## src/rtl/eirq_pkg.sv

```systemverilog
// Shared definitions for the filtered external interrupt block.
// Assumes: nothing beyond the IEEE 1800-2017 language.
package eirq_pkg;

    // Edge used to raise the interrupt request
    typedef enum logic {
        EDGE_RISE = 1'b0,
        EDGE_FALL = 1'b1
    } edge_sel_t;

    // Highest count a WIDTH-bit saturating counter may hold
    function automatic int unsigned sat_max(input int unsigned bits);
        return (1 << bits) - 1;
    endfunction

endpackage

```

## src/rtl/eirq_tick_gen.sv

```systemverilog
// Divides the system clock to a one-cycle sample tick every DIV clocks.
// Assumes: DIV >= 1. The tick is high on the last cycle of each period.
module eirq_tick_gen #(
    parameter int unsigned DIV = 1000
) (
    input  logic clk,
    input  logic rst_n,
    output logic tick
);
    localparam int unsigned W = (DIV > 1) ? $clog2(DIV) : 1;
    localparam logic [W-1:0] LAST = W'(DIV - 1);

    logic [W-1:0] cnt;

    // Free-running period counter
    always_ff @(posedge clk) begin
        if (!rst_n)          cnt <= '0;
        else if (cnt == LAST) cnt <= '0;
        else                 cnt <= cnt + 1'b1;
    end

    assign tick = (cnt == LAST);

    generate
        if (DIV > 1) begin : g_spacing
            // ticks are isolated single cycles when the divider exceeds 1
            a_r3_tick_isolated: assert property (@(posedge clk) disable iff (!rst_n)
                tick |=> !tick);
        end
    endgenerate

endmodule

```

## src/rtl/eirq_filter.sv

```systemverilog
// Synchronises the pin, applies polarity and filters it by sampling on the tick.
// The output level moves only once CONFIRM consecutive samples agree.
// Assumes: CONFIRM >= 2, tick is a single-cycle strobe.
module eirq_filter #(
    parameter int unsigned CONFIRM = 3
) (
    input  logic clk,
    input  logic rst_n,
    input  logic pin,
    input  logic pol_low,
    input  logic tick,
    output logic level
);
    logic [1:0]         sync_q;
    logic               cond;
    logic [CONFIRM-1:0] hist;
    logic [CONFIRM-1:0] hist_nx;

    // Two-flop synchroniser for the asynchronous pin
    always_ff @(posedge clk) begin
        if (!rst_n) sync_q <= 2'b00;
        else        sync_q <= {sync_q[0], pin};
    end

    assign cond    = sync_q[1] ^ pol_low;
    assign hist_nx = {hist[CONFIRM-2:0], cond};

    // Sample history and the debounced level, both advanced on the tick
    always_ff @(posedge clk) begin
        if (!rst_n) begin
            hist  <= '0;
            level <= 1'b0;
        end else if (tick) begin
            hist <= hist_nx;
            if (&hist_nx)       level <= 1'b1;
            else if (~|hist_nx) level <= 1'b0;
        end
    end

    // level moves only right after a tick
    a_r3_change_on_tick: assert property (@(posedge clk) disable iff (!rst_n)
        (level != $past(level)) |-> $past(tick));
    // a rise is backed by a full history of active samples
    a_r3_rise_confirmed: assert property (@(posedge clk) disable iff (!rst_n)
        $rose(level) |-> (&hist));
    // a fall is backed by a full history of inactive samples
    a_r3_fall_confirmed: assert property (@(posedge clk) disable iff (!rst_n)
        $fell(level) |-> (~|hist));

endmodule

```

## src/rtl/eirq_width_timer.sv

```systemverilog
// Counts sample ticks while the gate is open and latches the count when it closes.
// Assumes: gate changes only synchronously and tick is a single-cycle strobe.
module eirq_width_timer #(
    parameter int unsigned BITS = 8
) (
    input  logic            clk,
    input  logic            rst_n,
    input  logic            gate,
    input  logic            tick,
    output logic [BITS-1:0] width,
    output logic            ready
);
    import eirq_pkg::*;
    localparam logic [BITS-1:0] MAXV = BITS'(sat_max(BITS));

    logic [BITS-1:0] cnt;
    logic            gate_q;
    logic            g_rise;
    logic            g_fall;

    assign g_rise = gate & ~gate_q;
    assign g_fall = ~gate & gate_q;

    // Gate history for edge detection
    always_ff @(posedge clk) begin
        if (!rst_n) gate_q <= 1'b0;
        else        gate_q <= gate;
    end

    // Saturating tick counter, restarted when the gate opens
    always_ff @(posedge clk) begin
        if (!rst_n)                           cnt <= '0;
        else if (g_rise)                      cnt <= '0;
        else if (gate && tick && cnt != MAXV) cnt <= cnt + 1'b1;
    end

    // Result and ready flag, updated at the gate edges
    always_ff @(posedge clk) begin
        if (!rst_n) begin
            width <= '0;
            ready <= 1'b0;
        end else if (g_fall) begin
            width <= cnt;
            ready <= 1'b1;
        end else if (g_rise) begin
            ready <= 1'b0;
        end
    end

    // a full counter stays full
    a_r9_saturate: assert property (@(posedge clk) disable iff (!rst_n)
        (cnt == MAXV && !g_rise) |=> (cnt == MAXV));
    // the result moves only when the gate has just closed
    a_r8_latch_on_close: assert property (@(posedge clk) disable iff (!rst_n)
        (width != $past(width)) |-> $past(g_fall));
    // a new gated pulse clears ready
    a_r11_ready_clear: assert property (@(posedge clk) disable iff (!rst_n)
        g_rise |=> !ready);

endmodule

```

## src/rtl/ext_irq_filter.sv

```systemverilog
// Top level: filtered external interrupt with a gated pulse-width timer.
// Assumes: cfg_* inputs are quasi-static, and irq_ack is a one-cycle pulse.
module ext_irq_filter #(
    parameter int unsigned SAMPLE_DIV = 1000,
    parameter int unsigned CONFIRM    = 3,
    parameter int unsigned WIDTH_BITS = 8
) (
    input  logic                  clk,
    input  logic                  rst_n,
    input  logic                  pin,
    input  logic                  cfg_pol_low,
    input  logic                  cfg_edge_fall,
    input  logic                  cfg_irq_en,
    input  logic                  cfg_gate_en,
    input  logic                  irq_ack,
    output logic                  irq_req,
    output logic                  filt_level,
    output logic [WIDTH_BITS-1:0] width_val,
    output logic                  width_ready
);
    import eirq_pkg::*;

    logic      tick;
    logic      lvl_q;
    logic      edge_hit;
    edge_sel_t esel;

    eirq_tick_gen #(.DIV(SAMPLE_DIV)) u_tick (
        .clk   (clk),
        .rst_n (rst_n),
        .tick  (tick)
    );

    eirq_filter #(.CONFIRM(CONFIRM)) u_filt (
        .clk     (clk),
        .rst_n   (rst_n),
        .pin     (pin),
        .pol_low (cfg_pol_low),
        .tick    (tick),
        .level   (filt_level)
    );

    eirq_width_timer #(.BITS(WIDTH_BITS)) u_width (
        .clk   (clk),
        .rst_n (rst_n),
        .gate  (cfg_gate_en & filt_level),
        .tick  (tick),
        .width (width_val),
        .ready (width_ready)
    );

    assign esel = edge_sel_t'(cfg_edge_fall);

    // Previous filtered level, used for edge detection
    always_ff @(posedge clk) begin
        if (!rst_n) lvl_q <= 1'b0;
        else        lvl_q <= filt_level;
    end

    assign edge_hit = (esel == EDGE_FALL) ? (lvl_q & ~filt_level)
                                          : (filt_level & ~lvl_q);

    // Sticky request: an enabled edge wins over the acknowledge
    always_ff @(posedge clk) begin
        if (!rst_n)                       irq_req <= 1'b0;
        else if (cfg_irq_en && edge_hit)  irq_req <= 1'b1;
        else if (irq_ack)                 irq_req <= 1'b0;
    end

    // the request only rises while enabled
    a_r6_enable_gate: assert property (@(posedge clk) disable iff (!rst_n)
        $rose(irq_req) |-> $past(cfg_irq_en));
    // an acknowledge without an edge clears the request
    a_r7_ack_clears: assert property (@(posedge clk) disable iff (!rst_n)
        (irq_ack && !edge_hit) |=> !irq_req);
    // an enabled edge always leaves the request set
    a_r7_edge_wins: assert property (@(posedge clk) disable iff (!rst_n)
        (cfg_irq_en && edge_hit) |=> irq_req);
    // the request only rises after the filtered level has moved
    a_r5_edge_source: assert property (@(posedge clk) disable iff (!rst_n)
        $rose(irq_req) |-> (lvl_q != $past(lvl_q)));

endmodule

```

## config.mk

```make
export PLATFORM = sky130hd
export DESIGN_NAME = ext_irq_filter
export DESIGN_NICKNAME = d
export VERILOG_FILES = /design/src/rtl/eirq_pkg.sv /design/src/rtl/eirq_tick_gen.sv /design/src/rtl/eirq_filter.sv /design/src/rtl/eirq_width_timer.sv /design/src/rtl/ext_irq_filter.sv
export SDC_FILE = /design/constraint.sdc
export NUM_CORES = 1
export LEC_CHECK = 0
export ABC_AREA = 1
export CELL_PAD_IN_SITES_DETAIL_PLACEMENT = 0
export CELL_PAD_IN_SITES_GLOBAL_PLACEMENT = 1
export CORE_ASPECT_RATIO = 0.6
export CORE_MARGIN = 3
export CORE_UTILIZATION = 35
export CTS_BUF_LIST = sky130_fd_sc_hd__clkbuf_4
export DETAILED_ROUTE_END_ITERATION = 10
export GPL_TIMING_DRIVEN = 1
export PLACE_DENSITY = 0.66
export SLEW_MARGIN = 15
export SYNTH_ARGS = -nofsm -noshare
export SYNTH_HDL_FRONTEND = slang
export SYNTH_SLANG_ARGS = --single-unit
```

## constraint.sdc

```tcl
create_clock -name clk -period 1.85 [get_ports clk]
set_input_delay 0.37 -clock clk [delete_from_list [all_inputs] [get_ports clk]]
set_output_delay 0.37 -clock clk [all_outputs]
set_load 0.005 [all_outputs]
```

==> results of run 1 <==
==> worst max-delay path by stage <==
stage / slack (ps) / endpoint / startpoint
floorplan: 580 / u_width.cnt[1] / u_tick.cnt[0]
global route: 160 / filt_level / u_filt.level
detailed placement: 70 / u_width.ready / cfg_gate_en
global placement: 110 / u_width.ready / cfg_gate_en
CTS: 220 / filt_level / u_filt.level
finish: 260 / filt_level / u_filt.level
==> metrics by stage <==
step                util, %  area [um^2]
floorplan                 -         1600
global placement       44.1         1880
detailed placement     44.1         1880
CTS                    45.3         1930
global route           45.3         1930
finish                 45.3         1930
==> routing by layer <==
layer | GRT usage [%] | vias up | part of all wire (%)
met4 | 4.38 | 0 | 0.79
li1 | - | 765 | -
met2 | 18.2 | 39 | 35
met3 | 5.87 | 4 | 8.2
met1 | 21.8 | 654 | 56
met5 | 0 | - | 0
==> registers in the layout, summed over array words and instances, names as in the netlist <==
name / cells
irq_req: 1
u_width.ready: 1
u_width.gate_q: 1
u_tick.cnt: 10
u_width.cnt: 8
lvl_q: 1
u_filt.level: 1
u_width.width: 8
u_filt.hist: 2
u_filt.sync_q: 2
==> logic make-up after synthesis <==
logic type / Yosys count / synth area share, %
xor+xnor: 1 / 0.548
compound gates: 29 / 9.87
flops: 35 / 43.9
buf+inv: 31 / 7.36
simple gates: 121 / 35.2
fa+ha+maj: 4 / 3.13
==> cells in the final DEF (no fill, tap or decap) <==
cell              n
clkdlybuf4s50_1  18
dfxtp_1          35
clkinv_2          1
o21ai_0           8
nand3_1          15
clkinv_1          3
and3_1            1
a21oi_1          16
nor2_1           42
nand3_2           2
xnor2_1           1
ha_1              4
nor3_2            1
nor3_1            5
nand4_1           2
o211ai_1          1
nor4_1            1
nand4_2           1
o31ai_1           1
inv_2             4
a211oi_1          1
buf_4             4
nor3_4            1
nor2_2            6
nor3b_1           1
clkbuf_4          6
inv_1            23
nand2_2           3
nor2_4            1
nand2_1          39
o21bai_1          2
==> power breakdown <==
part	internal, mW	switching [mW]
combinational	0.0247	0.0257
sequential	0.760	0.00562
clock	0.156	0.244
==> layout make-up <==
type,count,area [um^2]
clock buffers,6,45.0
clock inverters,2,7.51
fillers,444,2330
inverters,29,110
multi-input cells,155,779
flip-flops and latches,35,701
well taps,60,75.1
repair buffers,22,210
==> impl_metrics.tcl, run 1 <==
set metrics [dict create \
    rows 18 \
    min_path_type "reg -> reg" \
    synthTopCellsByArea "dfxtp_1, nor2_1, nand2_1" \
    drc 0 \
    cts_hold_buf 0 \
    dr.pass1.iters 5 \
    drt-initial-drc-count 66 \
    worstSetupPathDepth 1 \
    place_hpwl_mm 2.85 \
    cp_cell_sequence "clkdlybuf4s50_1" \
    fin_ws_ps 260 \
    ctsRootBufferMaster "clkbuf_4" \
    max_freq_mhz 629 \
    clock_sinks 35 \
    r2r_cells 8 \
    cts_resized 0 \
    grt_pass1_wl_mm 6.06 \
    cts_max_level 2 \
    status "finished clean" \
    cts_inserted_buffers 5 \
    power_mw 1.22 \
    async_flop_share_pct 0 \
    powerDensity_nw_per_um2 631 \
    ant_nets 0 \
    yosysUniqueCellTypes 29 \
    drv_cap 0 \
    worstPathArrival_ps 1220 \
    startpoint_type "flop" \
    area_growth_pct 20.7 \
    reg2reg_from "u_tick.cnt[0]" \
    cp_num_buf_inv 1 \
    pin_count 19 \
    insertion_delay_ps 330 \
    syn_inst 221 \
    critPathMaxFanout 4 \
    crit_slowest_cell "clkdlybuf4s50_1" \
    power.leakage_nw 0.798 \
    antenna_found_initial 0 \
    crit_required_ps 1480 \
    slowest_delay_ps 520 \
    tritoncts "done" \
    ys.flop_type "dfxtp_1" \
    worst_slew_pin_slew_ps 265 \
    yosysMostFrequentCell "nor2_1" \
    die_area_um2 5440 \
    gp_congestion 0.900 \
    path_class "reg -> out" \
    final-hold-violation-count 0 \
    syn_area_um2 1600 \
    antennaDiodeCount 0 \
    ys_seq_area_share_pct 43.9 \
    ys_seq_elements 35 \
    synth_common_cells "nor2_1, nand2_1, dfxtp_1, inv_1, a21oi_1" \
    yosysWarnings 0 \
    rsz0062_at_grt "no" \
    overflow 0 \
    avgSynthCellArea_um2 7.23 \
    layout_min_cycle_time_ps 1590 \
    r2r_slack_ps 350 \
    hold_path.startpoint "u_filt.sync_q[0]" \
    min_period_over_period_pct 85.9 \
    endpoint_kind "output port" \
    clk_pin_slew_ps 110 \
    synth_top_area_share_pct 43.9 \
    drive_gt1_share_pct 12.0 \
    whs_path_depth 2 \
    skew_ps 9.13 \
    stdcell_count 309 \
    whs_ps 420 \
    max-slew-margin-rel_pct 82.2 \
    die_h_um 58.3 \
    vdd_ir_drop_max_uv 327 \
    die_width_um 93.2 \
    wl_per_cell_um 11.8 \
    setup_tns_ps 0 \
    num_vias 1462 \
    viasPerCell 4.73 \
    r2r_end "u_width.cnt[1]" \
    start_util_pct 37.5 \
    place_ws_ps 71.5 \
    syn_nets 233 \
    whs_endpoint "u_filt.sync_q[1]" \
    grt_max_degree 11 \
    cts_buffer_depth 2 \
    drv_slew 0 \
    path_delay_family "buffers and inverters" \
    final-setup-viol-count 0 \
    cts_setup_buffers 0 \
    dp_cells 301 \
    core_um2 4260 \
    nets 260 \
    synth_edf_count 0 \
    port_buffers 18 \
    routed_wl_mm 3.65 \
    synth_area_leader_cell "dfxtp_1" \
    grt_pass1_vias 1295 \
    grt_usage_pct 14.4 \
]
(Power assumes the default switching activity.)
==> run 2, diff against run 1 <==
--- a/config.mk
+++ b/config.mk
@@ -12,9 +12,10 @@
 export CORE_MARGIN = 3
 export CORE_UTILIZATION = 35
 export CTS_BUF_LIST = sky130_fd_sc_hd__clkbuf_4
+export CTS_CLUSTER_SIZE = 8
 export DETAILED_ROUTE_END_ITERATION = 10
 export GPL_TIMING_DRIVEN = 1
-export PLACE_DENSITY = 0.66
+export PLACE_DENSITY = 0.77
 export SLEW_MARGIN = 15
 export SYNTH_ARGS = -nofsm -noshare
 export SYNTH_HDL_FRONTEND = slang
==> constraint.sdc (replaced) <==
create_clock -name clk -period 1.85 [get_ports clk]
set_input_delay 0.185 -clock clk [delete_from_list [all_inputs] [get_ports clk]]
set_output_delay 0.185 -clock clk [all_outputs]
set_load 0.005 [all_outputs]
==> impl_metrics.tcl, run 2 (synthesis results as in run 1) <==
set metrics [dict create \
    whs_ps 357 \
    whs_endpoint "u_filt.sync_q[0]" \
    ant_nets 0 \
    min_path_type "in -> reg" \
    drv_cap 0 \
    area_growth_pct 23.0 \
    final-hold-violation-count 0 \
    power.leakage_nw 0.812 \
    grt_usage_pct 13.4 \
    cts_inserted_buffers 5 \
    antenna_found_initial 0 \
    min_period_over_period_pct 79.6 \
    cts_max_level 2 \
    core_um2 4260 \
    drt-initial-drc-count 107 \
    worstPathArrival_ps 1720 \
    r2r_cells 8 \
    insertion_delay_ps 340 \
    max_freq_mhz 679 \
    whs_path_depth 3 \
    fillers 415 \
    startpoint_type "flop" \
    drv_slew 0 \
    ctsRootBufferMaster "clkbuf_4" \
    cts_setup_buffers 0 \
    drive_gt1_share_pct 12.1 \
    rsz0062_at_grt "no" \
    cts_resized 0 \
    grt_pass1_vias 1167 \
    powerDensity_nw_per_um2 770 \
    max-slew-margin-rel_pct 76.0 \
    cts_buffer_depth 2 \
    antennaDiodeCount 0 \
    layout_min_cycle_time_ps 1470 \
    tritoncts "done" \
    place_hpwl_mm 2.39 \
    grt_pass1_wl_mm 5.65 \
    drc 0 \
    overflow 0 \
    pin_count 19 \
    die_width_um 93.2 \
    critPathMaxFanout 4 \
    vdd_ir_drop_max_uv 383 \
    grt_max_degree 15 \
    setup_tns_ps 0 \
    reg2reg_from "u_tick.cnt[0]" \
    viasPerCell 4.38 \
    hold_path.startpoint "pin" \
    slowest_delay_ps 380 \
    start_util_pct 37.5 \
    r2r_end "u_width.cnt[4]" \
    crit_slowest_cell "dfxtp_1" \
    die_h_um 58.3 \
    r2r_slack_ps 380 \
    path_class "reg -> reg" \
    worst_slew_pin_slew_ps 359 \
    skew_ps 11.2 \
    endpoint_kind "flop" \
    clock_sinks 35 \
    reg.largest.list "u_tick.cnt: 10 flops, u_width.cnt: 8 flops, u_width.width: 8 flops" \
    mostFrequentLayoutCell "nor2_1" \
    cts_hold_buf 0 \
    port_buffers 18 \
    status "finished clean" \
    routed_wl_mm 3.25 \
    crit_required_ps 2090 \
    largest_register_ffs 10 \
    regMostFlops "u_tick.cnt" \
    final-setup-viol-count 0 \
    nets 258 \
    die_area_um2 5440 \
    dr.pass1.iters 4 \
    gp_congestion 0.777 \
    num_vias 1346 \
    final_cell_mix "nor2_1, nand2_1, dfxtp_1, inv_1, clkdlybuf4s50_1" \
    wl_per_cell_um 10.6 \
    cp_cell_sequence "ha_1 > nand2_1 > inv_1 > nand3_1 > nor2_1 > nand3_1 > nand2_1 > nor2_1" \
    rows 18 \
    clk_pin_slew_ps 120 \
]
[run 2: changes by cell type in the layout (fill, tap and decap cells not counted)]
cell and delta:
buf_4 -2, bufinv_16 +2, clkinv_1 -2
[run 2: worst max-delay path by stage]
| stage | start | endpoint | slack (ps) |
|---|---|---|---|
| final | u_tick.cnt[0] | u_width.cnt[4] | 380 |
| after global routing | u_tick.cnt[0] | u_width.cnt[5] | 170 |
| after CTS | u_tick.cnt[0] | u_width.cnt[3] | 390 |
| after detailed placement | cfg_gate_en | u_width.ready | 210 |
| after global placement | cfg_gate_en | u_width.ready | 230 |
| after floorplan | u_tick.cnt[0] | u_width.cnt[1] | 580 |
[run 2: metal layers]
layer / part of all wire, % / track usage (%) / vias up
li1: - / - / 766
met3: 4.2 / 4.21 / 6
met1: 62 / 21.9 / 552
met4: 1.4 / 5.01 / 0
met5: 0 / 0 / -
met2: 32 / 15.2 / 22
[run 2: where the power goes]
part,internal [mW],total (mW),switching (mW)
clock network,0.436,0.698,0.262
registers,0.761,0.766,0.00506
logic,0.0247,0.0494,0.0247
total,1.22,1.51,0.291
[run 2: metrics by stage]
stage	utilization [%]	std cells	power [mW]	cell area (um^2)	setup WS, ps
2_1_floorplan	-	221	0.806	1600	580
3_3_place_gp	43.7	299	0.833	1860	230
3_5_place_dp	43.7	299	0.833	1860	207
4_1_cts	46.2	307	1.53	1970	391
5_1_grt	46.2	307	1.58	1970	168
6_report	46.2	307	1.51	1970	377
[run 2: area by class of cell]
type                            count  area (um^2)  share of cell area, %
Clock buffer                        6         45.0                   2.29
Sequential cell                    35          701                   35.6
Clock inverter                      2         60.1                   3.06
Tap cell                           60         75.1                   3.82
Timing Repair Buffer               20          195                   9.93
Multi-Input combinational cell    155          779                   39.7
Inverter                           29          110                   5.60
[run 2: critical path, delay by kind of cell (launching register included)]
family / cells / cell delay [ps]
adders and majority gates: 1 / 180
buffers and inverters: 1 / 90
DFF: 1 / 380
and+or+nand+nor: 6 / 720
